===== src/rtl/audio_irq_pkg.sv =====
package audio_irq_pkg;
  localparam int REG_W      = 32;
  localparam int NUM_LIVE   = 3;
  localparam int NUM_STICKY = 9;
  localparam int STICKY_LSB = NUM_LIVE;
  localparam int STICKY_MSB = STICKY_LSB + NUM_STICKY - 1;
  localparam int EN_BITS    = 11;
  localparam int BIT_TXDONE = STICKY_MSB + 1;
  localparam int PACK_W     = 2;
  localparam int BIT_RXWORD = BIT_TXDONE + PACK_W + 1;
  localparam int USED_BITS  = BIT_RXWORD + 1;

  typedef enum logic [1:0] {
    SEL_NONE,
    SEL_ENABLE,
    SEL_STATUS,
    SEL_CLEAR
  } reg_sel_e;
endpackage


===== src/rtl/audio_irq_regdec.sv =====
module audio_irq_regdec
  import audio_irq_pkg::*;
#(
  parameter int ADDR_W = 4,
  parameter logic [ADDR_W-1:0] OFF_EN   = 'h0,
  parameter logic [ADDR_W-1:0] OFF_STAT = 'h4,
  parameter logic [ADDR_W-1:0] OFF_CLR  = 'h8
) (
  input  logic              bus_wr,
  input  logic [ADDR_W-1:0] bus_addr,
  output reg_sel_e          sel,
  output logic              we_enable,
  output logic              we_clear
);
  always_comb begin
    if (bus_addr == OFF_EN)        sel = SEL_ENABLE;
    else if (bus_addr == OFF_STAT) sel = SEL_STATUS;
    else if (bus_addr == OFF_CLR)  sel = SEL_CLEAR;
    else                           sel = SEL_NONE;
  end

  assign we_enable = bus_wr && (sel == SEL_ENABLE);
  assign we_clear  = bus_wr && (sel == SEL_CLEAR);
endmodule


===== src/rtl/audio_irq_flags.sv =====
module audio_irq_flags #(
  parameter int N = 9
) (
  input  logic         clk,
  input  logic         rst_n,
  input  logic [N-1:0] set_vec,
  input  logic [N-1:0] clr_vec,
  output logic [N-1:0] flag_q
);
  for (genvar i = 0; i < N; i++) begin : g_cell
    always_ff @(posedge clk or negedge rst_n) begin
      if (!rst_n)          flag_q[i] <= 1'b0;
      else if (set_vec[i]) flag_q[i] <= 1'b1;
      else if (clr_vec[i]) flag_q[i] <= 1'b0;
    end
  end
endmodule


===== src/rtl/audio_irq_mask.sv =====
module audio_irq_mask #(
  parameter int W = 11
) (
  input  logic         clk,
  input  logic         rst_n,
  input  logic [W-1:0] stat,
  input  logic [W-1:0] enable,
  output logic         irq_q
);
  logic hit;
  assign hit = |(stat & enable);

  always_ff @(posedge clk or negedge rst_n) begin
    if (!rst_n) irq_q <= 1'b0;
    else        irq_q <= hit;
  end
endmodule


===== src/rtl/audio_irq_status.sv =====
module audio_irq_status
  import audio_irq_pkg::*;
#(
  parameter int ADDR_W = 4,
  parameter logic [ADDR_W-1:0] OFF_EN   = 'h0,
  parameter logic [ADDR_W-1:0] OFF_STAT = 'h4,
  parameter logic [ADDR_W-1:0] OFF_CLR  = 'h8
) (
  input  logic              clk,
  input  logic              rst_n,
  input  logic              bus_wr,
  input  logic [ADDR_W-1:0] bus_addr,
  input  logic [31:0]       bus_wdata,
  output logic [31:0]       bus_rdata,
  input  logic              lvl_rx_ready,
  input  logic              lvl_tx_space,
  input  logic              lvl_duplex,
  input  logic              lvl_tx_done,
  input  logic [1:0]        lvl_rx_pack,
  input  logic              lvl_rx_word,
  input  logic              ev_eot,
  input  logic              ev_txfill,
  input  logic              ev_underrun,
  input  logic              ev_overrun,
  input  logic              ev_crc,
  input  logic              ev_frame,
  input  logic              ev_modefault,
  input  logic              ev_reload,
  input  logic              ev_suspend,
  output logic              irq
);
  reg_sel_e                sel;
  logic                    we_enable, we_clear;
  logic [EN_BITS-1:0]      en_q;
  logic [NUM_LIVE-1:0]     live_in, live_q;
  logic                    txdone_q, rxword_q;
  logic [PACK_W-1:0]       pack_q;
  logic [NUM_STICKY-1:0]   set_vec, clr_vec, sticky_q;
  logic [REG_W-1:0]        status_w;
  logic                    unused_wdata_hi;

  assign unused_wdata_hi = ^bus_wdata[REG_W-1:STICKY_MSB+1];

  audio_irq_regdec #(
    .ADDR_W(ADDR_W), .OFF_EN(OFF_EN), .OFF_STAT(OFF_STAT), .OFF_CLR(OFF_CLR)
  ) u_dec (
    .bus_wr(bus_wr), .bus_addr(bus_addr), .sel(sel),
    .we_enable(we_enable), .we_clear(we_clear)
  );

  always_ff @(posedge clk or negedge rst_n) begin
    if (!rst_n)         en_q <= '0;
    else if (we_enable) en_q <= bus_wdata[EN_BITS-1:0];
  end

  assign live_in = {lvl_duplex, lvl_tx_space, lvl_rx_ready};

  always_ff @(posedge clk or negedge rst_n) begin
    if (!rst_n) begin
      live_q   <= '0;
      txdone_q <= 1'b0;
      pack_q   <= '0;
      rxword_q <= 1'b0;
    end else begin
      live_q   <= live_in;
      txdone_q <= lvl_tx_done;
      pack_q   <= lvl_rx_pack;
      rxword_q <= lvl_rx_word;
    end
  end

  assign set_vec = {ev_suspend, ev_reload, ev_modefault, ev_frame, ev_crc,
                    ev_overrun, ev_underrun, ev_txfill, ev_eot};
  assign clr_vec = we_clear ? bus_wdata[STICKY_MSB:STICKY_LSB] : '0;

  audio_irq_flags #(.N(NUM_STICKY)) u_flags (
    .clk(clk), .rst_n(rst_n), .set_vec(set_vec), .clr_vec(clr_vec),
    .flag_q(sticky_q)
  );

  assign status_w = {{(REG_W-USED_BITS){1'b0}}, rxword_q, pack_q, txdone_q,
                     sticky_q, live_q};

  audio_irq_mask #(.W(EN_BITS)) u_mask (
    .clk(clk), .rst_n(rst_n), .stat(status_w[EN_BITS-1:0]), .enable(en_q),
    .irq_q(irq)
  );

  always_comb begin
    unique case (sel)
      SEL_ENABLE: bus_rdata = {{(REG_W-EN_BITS){1'b0}}, en_q};
      SEL_STATUS: bus_rdata = status_w;
      default:    bus_rdata = '0;
    endcase
  end
endmodule


===== config.mk =====
export PLATFORM = sky130hd
export DESIGN_NAME = audio_irq_status
export DESIGN_NICKNAME = d
export VERILOG_FILES = /design/src/rtl/audio_irq_pkg.sv /design/src/rtl/audio_irq_regdec.sv /design/src/rtl/audio_irq_flags.sv /design/src/rtl/audio_irq_mask.sv /design/src/rtl/audio_irq_status.sv
export SDC_FILE = /design/constraint.sdc
export NUM_CORES = 1
export LEC_CHECK = 0
export CAP_MARGIN = 20
export CORE_UTILIZATION = 55
export CTS_CLUSTER_SIZE = 12
export DETAILED_ROUTE_END_ITERATION = 8
export DONT_BUFFER_PORTS = 1
export PLACE_DENSITY = 0.74
export SYNTH_ARGS = -nofsm -noshare
export SYNTH_HDL_FRONTEND = slang
export SYNTH_SLANG_ARGS = --single-unit

===== constraint.sdc =====
create_clock -name clk -period 2.5 [get_ports clk]
set_input_delay 0.5 -clock clk [delete_from_list [all_inputs] [get_ports clk]]
set_output_delay 0.5 -clock clk [all_outputs]
set_load 0.01 [all_outputs]

==> metrics.md <==
| Metric | Value |
|---|---|
| Result of the run | `complete, no violations` |
| Count of boundary I/O pins | `between 80 and 90` |
| Slew Limit Fails | `0` |
| Worst clock skew | `around 6.9 ps` |
| Critical Path Slowest Stage Cell | `sky130_fd_sc_hd__or3_1` |
| Buffer depth of the longest clock path | `2` |
| Clock transition time at the flip-flop clock pins of the worst setup and hold paths | `approximately 140 ps` |
| Width of the die | `51.3 um` |
| Final hold violation count | `0` |
| 1st-pass router iterations | `4` |
| Detail-routed net length per standard cell | `17.3 um` |
| Area added between synthesis and finish | `3.56%` |
| Cell variety after synth | `20` |
| Post-DP HPWL | `1750 um` |
| Post-route setup slack | `slightly below 800 ps` |
| Dominant combinational cell family by area after synthesis | `compound AO/OA/AOI/OAI gates` |
| CTS H-tree depth | `1` |
| Number of nets in the layout | `between 150 and 200` |
| Std-Cell Rows | `17` |
| Placeable core area | `2250 um^2` |
| Worst EP required | `around 2700 ps` |
| Fraction of the core area covered by cells at the end of the flow | `roughly three fifths` |
| Highest Clock Rate | `roughly 580 MHz` |
| Sinks on Clock Net | `28` |
| Share of final-layout standard cells stronger than drive strength 1 | `between 20% and 30%` |
| Parity-gate share of the synthesized area counting xor and xnor cells | `0%` |
| Register bit total from synthesis | `28` |
| Routability Congestion | `0.732` |
| Vias after detailed routing | `793` |
| Total Die Area | `2630 um^2` |
| Clock Root Buffer | `sky130_fd_sc_hd__clkbuf_4` |
| Leading cell types in the layout, fill and taps excluded | `28 x sky130_fd_sc_hd__dfrtp_1, 16 x sky130_fd_sc_hd__conb_1, 12 x sky130_fd_sc_hd__a22o_1, 10 x sky130_fd_sc_hd__nand2_1, 10 x sky130_fd_sc_hd__mux2_4` |
| Worst hold-check slack | `around 190 ps` |
| Post-synthesis share of cell area spent on and, or, nand and nor gates | `under 10%` |
| Global-route wire length before repair | `roughly 3600 um` |
| Static Leak | `0.000612 uW` |
| CP Capture Type | `flip-flop` |
| Share of synthesized area occupied by flip-flops and latches | `52.5%` |
| Kind of critical path | `input pin to flip-flop` |
| Chip Height | `between 50 and 60 um` |
| Maximum single-stage delay on the critical path | `about 640 ps` |
| Clock tree from TritonCTS | `built` |
| Area of the mapped netlist | `approximately 1300 um^2` |
| Number of setup violations in the final report | `0` |
| Clk Latency, worst-skew pair | `320 ps` |
| Diodes inserted | `0` |
| Antenna violations before repair | `0` |
| Arrival time worst endpoint | `slightly below 2000 ps` |
| Most common cell after layout, fill and taps aside | `sky130_fd_sc_hd__dfrtp_1` |
| Total CTS buffers | `3` |
| Final antenna-violating net count | `0` |
| Number of DRC violations after detailed-routing iteration 0 | `9` |
| Post-placement worst setup slack | `430 ps` |
| Worst-margin pin slew | `roughly 720 ps` |
| Aggregate routed wire length | `2390 um` |
| Max-capacitance violation count | `0` |
| Number of global-route vias before repair | `around 800` |
| Largest net degree at the start of global routing | `29` |
| Worst slew slack as a fraction of its limit | `around half` |
| All-layer global routing usage | `19.2%` |
| Minimum clock period | `1730 ps` |
| Port Buf Inserts | `0` |
| Average size of a mapped cell | `~13 um^2` |
| Starting Density | `59.2%` |
| CP cell instances | `or3b_1 > or3_1 > mux2_4` |
| Critical Path Start Type | `input pin` |
| Share of the clock period used by the worst path after layout | `between 60 and 70%` |
| Post-synthesis share of cell area spent on full adders, half adders and majority gates | `0%` |
| Routed vias/inst | `around 5.7` |
| Worst VDD drop | `0.465 mV` |
| Setup_tns | `0 ps` |
| Complex-gate fraction of the synthesized area | `15.5%` |
| Yosys synthesis warning count | `0` |
| Unrepaired setup endpoints after global routing | `false` |
| CP max FO | `11` |
| Hold Path Class | `input pin to flip-flop` |
| Fraction of synthesized area in multiplexers | `about an eighth` |
| P per Cell Area | `~640 nW/um^2` |
| Drt drc | `0` |
| Sum of overflow across all layers after global routing | `0` |
| Number of cells produced by synthesis | `between 100 and 150` |
## synthesized netlist by cell type (all sizes together)
| cell type | count | area share [%] |
|---|---|---|
| mux2 | 11 | 12 |
| a221oi | 1 | 0.66 |
| nor3b | 1 | 0.94 |
| a21o | 9 | 5.1 |
| a22o | 12 | 7.9 |
| nor4b | 1 | 1.1 |
| dfrtp | 28 | 52 |
| and2 | 5 | 2.3 |
| nor4 | 1 | 0.47 |
| nand2 | 10 | 2.8 |
| clkbuf | 2 | 0.56 |
| or3b | 1 | 0.66 |
| conb | 1 | 0.28 |
| a22oi | 2 | 1.1 |
| or3 | 1 | 0.47 |
| and3 | 1 | 0.47 |
| buf | 17 | 9.8 |
| a222oi | 1 | 0.75 |
## what timing repair did
action | in CTS | in global routing
hold endpoints to repair | 28 | 0
hold buffers | 2 | 0
buffers inserted | 0 | 0
resized for setup | 0 | 0
## layout make-up
type                    count  area, um^2
clock buffers               4        36.3
fillers                   198         872
multi-input cells          73         558
flip-flops and latches     28         701
well taps                  28        35.0
repair buffers              5        52.6
## sequential cells by signal, indices dropped and copies added (netlist names)
name / count
pack_q: 2
en_q: 11
u_mask.irq_q: 1
rxword_q: 1
u_flags.flag_q: 9
live_q: 3
txdone_q: 1
## metrics by stage
stage	cells	area, um^2	total power [uW]
after floorplan	120	1390	667
after global placement	132	1320	667
after detailed placement	132	1320	673
after CTS	138	1380	899
after global routing	138	1380	936
final	138	1380	890
## where the power goes
part | leakage (uW) | switching, uW | internal, uW
sequential | 0.000305 | 38.1 | 502
clock | 0.0000210 | 124 | 89.0
combinational | 0.000286 | 54.0 | 82.3
## layer usage
metal	up-vias	track usage [%]	wire [um]
li1	352	-	-
met1	396	22.3	941
met2	43	35.1	1250
met3	2	6.25	189
met4	0	2.70	14
met5	-	0	0
## path summary, 6_finish.rpt
kind / startpoint / to / slack, ps / depth (start not counted)
max in group asynchronous: rst_n / en_q[8] / 1750 / 2
worst min register to register: u_flags.flag_q[8] / u_flags.flag_q[8] / 490 / 1
worst min-delay path: lvl_tx_done / txdone_q / 190 / 0
worst max register to register: en_q[9] / u_mask.irq_q / 1250 / 4
worst max-delay path: bus_addr[1] / en_q[0] / 770 / 3
min in group asynchronous: rst_n / en_q[5] / 600 / 2
## logic make-up (layout without fill, tap and decap cells)
| family | after synthesis | count (layout) |
|---|---|---|
| multiplexers | 11 | 11 |
| AND/OR/NAND/NOR | 21 | 21 |
| flip-flops | 28 | 28 |
| other | 1 | 16 |
| AO/OA/AOI/OAI | 25 | 25 |
| buffers and inverters | 19 | 9 |
## worst max-delay path, delay by kind of cell
family	cells	cell delay [ps]
simple gates	2	1030
mux	1	410
Note: power is estimated with default switching activity, not from simulation.
